<file path="src/rtl/wpu_pkg.sv">
package wpu_pkg;

   // Number of keys in the full unlock series
   localparam int KEY_MAX    = 7;
   // Offset of the first key register and the spacing between them
   localparam int KEY_BASE   = 'h04;
   localparam int KEY_STRIDE = 4;

   typedef logic [7:0] key_byte_t;

   // Byte offset expected at a given step
   function automatic int key_off(input int step);
      return KEY_BASE + step * KEY_STRIDE;
   endfunction

   // Byte value expected at a given step
   function automatic key_byte_t key_val(input int step);
      case (step)
         0:       return 8'hC6;
         1:       return 8'h9A;
         2:       return 8'h59;
         3:       return 8'hA3;
         4:       return 8'h57;
         5:       return 8'h67;
         default: return 8'hD2;
      endcase
   endfunction

endpackage

</file>
<file path="src/rtl/wpu_key_match.sv">
module wpu_key_match #(
   parameter int ADDR_W = 8,
   parameter int KEY_W  = 8,
   parameter int KEY_N  = 7
) (
   input  logic [ADDR_W-1:0] addr,
   input  logic [KEY_W-1:0]  key_byte,
   output logic [KEY_N-1:0]  hit_vec
);

   // One comparator per step: offset and byte must both agree
   for (genvar g = 0; g < KEY_N; g++) begin : g_step
      localparam logic [ADDR_W-1:0] OFF = ADDR_W'(wpu_pkg::key_off(g));
      localparam logic [KEY_W-1:0]  VAL = KEY_W'(wpu_pkg::key_val(g));
      assign hit_vec[g] = (addr == OFF) && (key_byte == VAL);
   end

endmodule

</file>
<file path="src/rtl/wpu_step_ctr.sv">
module wpu_step_ctr #(
   parameter int KEY_N   = 7,
   parameter int STEP_W  = 3,
   parameter bit RESTART = 1'b1
) (
   input  logic              clk,
   input  logic              rst_n,
   input  logic              we,
   input  logic [KEY_N-1:0]  hit_vec,
   output logic [STEP_W-1:0] step_q,
   output logic              done
);

   localparam logic [STEP_W-1:0] LAST = STEP_W'(KEY_N);

   logic              exp_hit;
   logic              first_hit;
   logic [STEP_W-1:0] step_d;

   // Select the comparator that belongs to the current step
   always_comb begin
      exp_hit = 1'b0;
      for (int i = 0; i < KEY_N; i++) begin
         if (step_q == STEP_W'(i)) exp_hit = hit_vec[i];
      end
   end

   // Variant: whether a stray first key counts as a fresh start
   if (RESTART) begin : g_restart
      assign first_hit = hit_vec[0];
   end else begin : g_norestart
      assign first_hit = 1'b0;
   end

   assign done = (step_q == LAST);

   always_comb begin
      step_d = step_q;
      if (we && !done) begin
         if (exp_hit)        step_d = step_q + STEP_W'(1);
         else if (first_hit) step_d = STEP_W'(1);
         else                step_d = '0;
      end
   end

   always_ff @(posedge clk or negedge rst_n) begin
      if (!rst_n) step_q <= '0;
      else        step_q <= step_d;
   end

endmodule

</file>
<file path="src/rtl/wpu_bus_gate.sv">
module wpu_bus_gate #(
   parameter int ADDR_W    = 8,
   parameter int DATA_W    = 32,
   parameter int STEP_W    = 3,
   parameter int PROT_BASE = 'h20,
   parameter int STAT_OFS  = 'h28
) (
   input  logic              we,
   input  logic [ADDR_W-1:0] addr,
   input  logic              open,
   input  logic [STEP_W-1:0] step,
   output logic              accept,
   output logic [DATA_W-1:0] rdata
);

   localparam logic [ADDR_W-1:0] PROT_A = ADDR_W'(PROT_BASE);
   localparam logic [ADDR_W-1:0] STAT_A = ADDR_W'(STAT_OFS);

   logic in_prot;

   assign in_prot = (addr >= PROT_A);
   assign accept  = we && (!in_prot || open);
   assign rdata   = (addr == STAT_A) ? DATA_W'(step) : '0;

endmodule

</file>
<file path="src/rtl/rtc_wprot_unlock.sv">
module rtc_wprot_unlock #(
   parameter int ADDR_W    = 8,
   parameter int DATA_W    = 32,
   parameter int KEY_W     = 8,
   parameter int KEY_N     = 7,
   parameter int PROT_BASE = 'h20,
   parameter int STAT_OFS  = 'h28,
   parameter bit RESTART   = 1'b1
) (
   input  logic              clk,
   input  logic              rst_n,
   input  logic              bus_we,
   input  logic [ADDR_W-1:0] bus_addr,
   input  logic [DATA_W-1:0] bus_wdata,
   output logic              unlock,
   output logic              wr_accept,
   output logic [DATA_W-1:0] stat_rdata
);

   localparam int STEP_W = $clog2(KEY_N + 1);

   // Elaboration-time parameter checks
   if (KEY_N < 1 || KEY_N > wpu_pkg::KEY_MAX) begin : g_bad_keyn
      $error("KEY_N out of range");
   end
   if (KEY_W > DATA_W) begin : g_bad_keyw
      $error("KEY_W wider than DATA_W");
   end
   if (STAT_OFS >= (1 << ADDR_W) || PROT_BASE >= (1 << ADDR_W)) begin : g_bad_addr
      $error("offset does not fit ADDR_W");
   end
   if (wpu_pkg::key_off(KEY_N - 1) >= PROT_BASE) begin : g_bad_prot
      $error("key registers must lie below PROT_BASE");
   end
   if (STEP_W > DATA_W) begin : g_bad_stepw
      $error("status does not fit DATA_W");
   end

   logic [KEY_N-1:0]  hit_vec;
   logic [STEP_W-1:0] step_q;
   logic              done;

   wpu_key_match #(
      .ADDR_W (ADDR_W),
      .KEY_W  (KEY_W),
      .KEY_N  (KEY_N)
   ) u_match (
      .addr     (bus_addr),
      .key_byte (bus_wdata[KEY_W-1:0]),
      .hit_vec  (hit_vec)
   );

   wpu_step_ctr #(
      .KEY_N   (KEY_N),
      .STEP_W  (STEP_W),
      .RESTART (RESTART)
   ) u_step (
      .clk     (clk),
      .rst_n   (rst_n),
      .we      (bus_we),
      .hit_vec (hit_vec),
      .step_q  (step_q),
      .done    (done)
   );

   wpu_bus_gate #(
      .ADDR_W    (ADDR_W),
      .DATA_W    (DATA_W),
      .STEP_W    (STEP_W),
      .PROT_BASE (PROT_BASE),
      .STAT_OFS  (STAT_OFS)
   ) u_gate (
      .we     (bus_we),
      .addr   (bus_addr),
      .open   (done),
      .step   (step_q),
      .accept (wr_accept),
      .rdata  (stat_rdata)
   );

   assign unlock = done;

endmodule

</file>
<file path="config.mk">
export PLATFORM = sky130hd
export DESIGN_NAME = rtc_wprot_unlock
export DESIGN_NICKNAME = d
export VERILOG_FILES = /design/src/rtl/wpu_pkg.sv /design/src/rtl/wpu_key_match.sv /design/src/rtl/wpu_step_ctr.sv /design/src/rtl/wpu_bus_gate.sv /design/src/rtl/rtc_wprot_unlock.sv
export SDC_FILE = /design/constraint.sdc
export NUM_CORES = 1
export LEC_CHECK = 0
export BUFFER_PORTS_ARGS = -buffer_cell sky130_fd_sc_hd__buf_2
export CORE_MARGIN = 8
export CORE_UTILIZATION = 35
export CTS_CLUSTER_DIAMETER = 40
export DETAILED_ROUTE_END_ITERATION = 12
export GPL_ROUTABILITY_DRIVEN = 0
export PLACE_DENSITY = 0.77
export SLEW_MARGIN = 20
export SYNTH_ARGS = -nofsm -noshare
export SYNTH_HDL_FRONTEND = slang
export SYNTH_HIERARCHICAL = 1
export SYNTH_SLANG_ARGS = --single-unit
</file>
<file path="constraint.sdc">
create_clock -name clk -period 2.96 [get_ports clk]
set_input_delay 0.592 -clock clk [delete_from_list [all_inputs] [get_ports clk]]
set_output_delay 0.592 -clock clk [all_outputs]
set_load 0.05 [all_outputs]
</file>
# Word-level counts from Yosys, hierarchy flattened
# Index checks and enable logic that the tools add are counted.
# Widths: inputs -> output; s select.
[totals] input_bits=43 out_inout_bits=34 reg_bits=3
[classes] n_lt_le_gt_ge=1 reduce_logical=13 n_eq_ne=22 muxes=10 n_addsub=1
[op_table] operator="$eq 8x5->1 const B" count=4
[op_table] operator="$eq 8x8->1 const B" count=4
[op_table] operator="$eq 8x7->1 const B" count=3
[op_table] operator="$eq 8x4->1 const B" count=2
[op_table] operator="$eq 3x3->1 const B" count=4
[op_table] operator="$logic_and 1x1->1" count=9
[op_table] operator="$eq 8x3->1 const B" count=1
[op_table] operator="$eq 8x6->1 const B" count=1
[op_table] operator="$ge 8x6->1 const B" count=1
[op_table] operator="$mux 1" count=8
[op_table] operator="$eq 3x2->1 const B" count=2
[op_table] operator="$mux 3" count=2
[op_table] operator="$add 3x1->3 const B" count=1
[op_table] operator="$eq 3x1->1 const B" count=1
[op_table] operator="$logic_not 3->1" count=1
[op_table] operator="$logic_not 1->1" count=2
[op_table] operator="$logic_or 1x1->1" count=1

# Depth between registers and ports, before layout
[logic_depth] depth_word=10 ltp_mapped=8 ltp_nobuf=8

# Hierarchy
# Netlist, hierarchy kept.
[by_module_without_submodules] module="wpu_step_ctr" cells_each=37 instances=1 seq_area_each_um2=75.1 area_per_inst_um2=317.8
[by_module_without_submodules] module="wpu_bus_gate" cells_each=40 instances=1 seq_area_each_um2=0.0 area_per_inst_um2=282.8
[by_module_without_submodules] module="wpu_key_match" cells_each=28 instances=1 seq_area_each_um2=0.0 area_per_inst_um2=181.4

# Least setup slack after synthesis
# OpenSTA, ideal clock, no wires.
[synth_path] path_type="input to output" start="input port bus_addr[2]" end="output port stat_rdata[0]" slack_ns=0.186 path_buffers=0 t_arrival_ns=2.182 stages=2 t_required_ns=2.368 path_cell_list="or4_4 nor3_1"
[synth_between] elab_chain_len=2
[synth_lines] item="start, declared" line="rtc_wprot_unlock.sv:13" rtl="input logic [ADDR_W-1:0] bus_addr,"
[synth_lines] item="$eq 8x6->1" line="wpu_bus_gate.sv:23" rtl="assign rdata = (addr == STAT_A) ? DATA_W'(step) : '0;"
[synth_lines] item="$mux 3" line="wpu_bus_gate.sv:23"
[synth_lines] item="end, declared" line="rtc_wprot_unlock.sv:17" rtl="output logic [DATA_W-1:0] stat_rdata"
# No other way between the ends.

# Worst setup path in the final report
[layout_path] start="input port bus_addr[5]" end="register u_step.step_q[0]"
[layout_rtl] item="$eq 8x5->1" line="wpu_key_match.sv:15" rtl="assign hit_vec[g] = (addr == OFF) && (key_byte == VAL);"
[layout_rtl] item="$logic_and 1x1->1" line="wpu_key_match.sv:15"
[layout_rtl] item="net hit_vec[4]" line="rtc_wprot_unlock.sv:39" rtl="logic [KEY_N-1:0] hit_vec;"
[layout_rtl] item="$mux 1 (3 in series)" line="wpu_step_ctr.sv:24" rtl="if (step_q == STEP_W'(i)) exp_hit = hit_vec[i];"
[layout_rtl] item="$mux 3" line="wpu_step_ctr.sv:40" rtl="if (exp_hit) step_d = step_q + STEP_W'(1);"
[layout_rtl] item="end signal, assigned" line="wpu_step_ctr.sv:48" rtl="else step_q <= step_d;"
[layout_rtl] item="end, declared" line="wpu_step_ctr.sv:10" rtl="output logic [STEP_W-1:0] step_q,"
# The timed path passes the listed nets, and every way through them passes these cells.
# A chain may end at the register's enable or synchronous reset.

==> impl_metrics.env <==
export IMPL_cts_buffer_depth=2
export IMPL_seq_area_frac_synth_pct=9.600
export IMPL_yosysUniqueCellTypes=34
export IMPL_antennaDiodeCount=0
export IMPL_syn_cell_area_um2=782.0
export IMPL_finalCritPeriodShare_pct=90.71
export IMPL_layout_common_cells="conb_1, buf_2, inv_1"
export IMPL_hold_viol_final=0
export IMPL_clkSinkCount=3
export IMPL_critPathMaxFanout=4
export IMPL_htreeDepth=1
export IMPL_finalSetupViolCount=0
export IMPL_crit_arrival_ps=2790
export IMPL_io_buffers=23
export IMPL_avgRoutedWirePerCell_um=11.66
export IMPL_synth_top_area_share_pct=27.84
export IMPL_largest_reg_flops=3
export IMPL_hold_buffers=0
export IMPL_rsz0062_at_grt="false"
export IMPL_end_kind="register"
export IMPL_rr_worst_depth=7
export IMPL_grt_pass1_vias=729
export IMPL_top_regs="u_step/step_q: 3 flops"
export IMPL_start_util_pct=36.04
export IMPL_layout_commonest_cell="conb_1"
export IMPL_antenna_found_initial=0
export IMPL_synthXorXnorAreaFrac_pct=0
export IMPL_setup_tns_final_ps=0
export IMPL_slew_violations=0
export IMPL_met3WireLength_um=180
export IMPL_crit_path_top_delay_cell="or4b_1"
export IMPL_syn_to_final_growth_pct=7.680
export IMPL_regMostFlops="u_step/step_q"
export IMPL_yosysWarnings=6
export IMPL_fin_hold_ws_ps=148.1
export IMPL_wl_um=1842
export IMPL_clk_pin_slew_worst_paths_ps=40
export IMPL_cts_setup_buffers=0
export IMPL_powerDensity_mw_per_mm2=489.2
export IMPL_required_ps=3060
export IMPL_fp_coreArea_mm2=0.002170
export IMPL_synthTopCellsByArea="buf_4, dfrtp_1, ha_1"
export IMPL_synth_edf_count=0
export IMPL_synth_top_family_by_area="simple AND/OR/NAND/NOR gates"
export IMPL_drc=0
export IMPL_wl_met1_um=743
export IMPL_grt_pass1_wl_um=3111
export IMPL_dieArea_mm2=0.004003
export IMPL_layout_min_cycle_time_ps=2685
export IMPL_clock_latency_ps=230
export IMPL_rows=17
export IMPL_synth_top_cell_by_area="buf_4"
export IMPL_ys_ff_latch=3
export IMPL_synth_top_flop_cell="dfrtp_1"
export IMPL_numCtsBuffers=3
export IMPL_synth_compound_area_share_pct=11.52
export IMPL_vias_per_cell=4.532
export IMPL_worstHoldPathType="in2async"
export IMPL_max_freq_mhz=372.4
export IMPL_ir_drop_v=0.0003946
export IMPL_synthSimpleGateAreaFrac_pct=37.12
export IMPL_die_y_um=63.27
export IMPL_avgSynthCellArea_um2=7.448
export IMPL_cellLeakagePower_uw=0.0004013
export IMPL_grt_max_degree=10
export IMPL_crit_chain="buf_2, or4b_1, nor4_1, and3_1, and4bb_2, nor3_1, o22ai_1, and2_4, a311o_1"
export IMPL_postRouteAntennaNets=0
export IMPL_cts_root_buf="clkbuf_4"
export IMPL_nets=180
export IMPL_status="complete, no violations"
export IMPL_setup_slack_ps=275.0
export IMPL_start_kind="input pin"
export IMPL_cts_resized=0
export IMPL_drtIter0Drc=16
export IMPL_criticalPathCategory="in2reg"
export IMPL_cts_tree="done"
export IMPL_fin_worst_skew_ps=1.614
export IMPL_synth_cells=105
export IMPL_synthArstFlopShare_pct=100.0
export IMPL_drv_max_cap_violation_count=0
export IMPL_drtPass1Iterations=4
export IMPL_layout_drive_gt1_share_pct=24.62
export IMPL_ios=77
export IMPL_critPathMaxStageDelay_ps=560
export IMPL_synthAdderAreaFrac_pct=9.600
export IMPL_top_layer_used="met3"
export IMPL_grt_usage_pct=8.871
export IMPL_die_x_um=63.27
export IMPL_overflow=0
export IMPL_hpwl_um=1642
export IMPL_dr_wl_met2_um=918
export IMPL_num_vias=716
export IMPL_synth_mux_area_share_pct=0
export IMPL_place_ws_ps=40.05
## worst max-delay path: cells and delay by family
kind                   cells  cell delay [ps]
and+or+nand+nor            6             1620
AOI/OAI and AO/OA          2              460
buffers and inverters      1              120
## layer usage
metal	up-vias	global-route usage (%)
met5	-	0
met4	0	3.343
met3	0	3.004
met2	37	15.11
met1	317	9.950
li1	362	-
## synth_stat cells (all sizes together) (2+ instances only)
cell type  instances
nor2b              4
nand2              5
nor2               4
inv                7
nand3              2
nor3b              3
nor4               5
ha                 6
nor3               6
nand3b             3
and3               3
a21oi              7
buf               30
dfrtp              3
## layout make-up
type	instances	area [um^2]
clock buffer	4	26.28
tap	28	35.03
sequential	3	75.07
inverter	7	26.28
multi-input combinational	93	564.3
timing repair buffer	23	115.1
fill	238	1328
## kinds of logic (layout without fill, tap and decap cells)
group | after synthesis | after routing
AO/OA/AOI/OAI | 13 | 13
adder cells (fa/ha/maj) | 6 | 6
buffers and inverters | 37 | 34
flip-flops | 3 | 3
other | 1 | 29
AND/OR/NAND/NOR | 45 | 45
## per-stage QoR
stage          utilization (%)  area (um^2)  std cells  power (uW)
6_report                 38.81        842.1        158       411.9
5_1_grt                  38.81        842.1        158       446.8
4_1_cts                  38.81        842.1        158       414.0
3_5_place_dp             37.60        815.8        154       340.0
3_3_place_gp             37.60        815.8        154       329.8
2_1_floorplan                -        887.1        133       320.3
## power breakdown
| group | total [uW] | switching, uW | internal [uW] |
|---|---|---|---|
| combinational | 265 | 177 | 88.5 |
| clock | 70.1 | 19.7 | 50.4 |
| sequential | 76.5 | 21.4 | 55.1 |
## worst paths after layout
kind,startpoint,to,slack [ps]
max,bus_addr[5],u_step/step_q[0]$_DFFE_PN0P_,270
min,rst_n,u_step/step_q[1]$_DFFE_PN0P_,150
max reg2reg,u_step/step_q[1]$_DFFE_PN0P_,u_step/step_q[0]$_DFFE_PN0P_,950
min reg2reg,u_step/step_q[2]$_DFFE_PN0P_,u_step/step_q[2]$_DFFE_PN0P_,740
max in group asynchronous,rst_n,u_step/step_q[0]$_DFFE_PN0P_,2710
min in group clk,u_step/step_q[2]$_DFFE_PN0P_,u_step/step_q[2]$_DFFE_PN0P_,740
(Power assumes the default switching activity.)
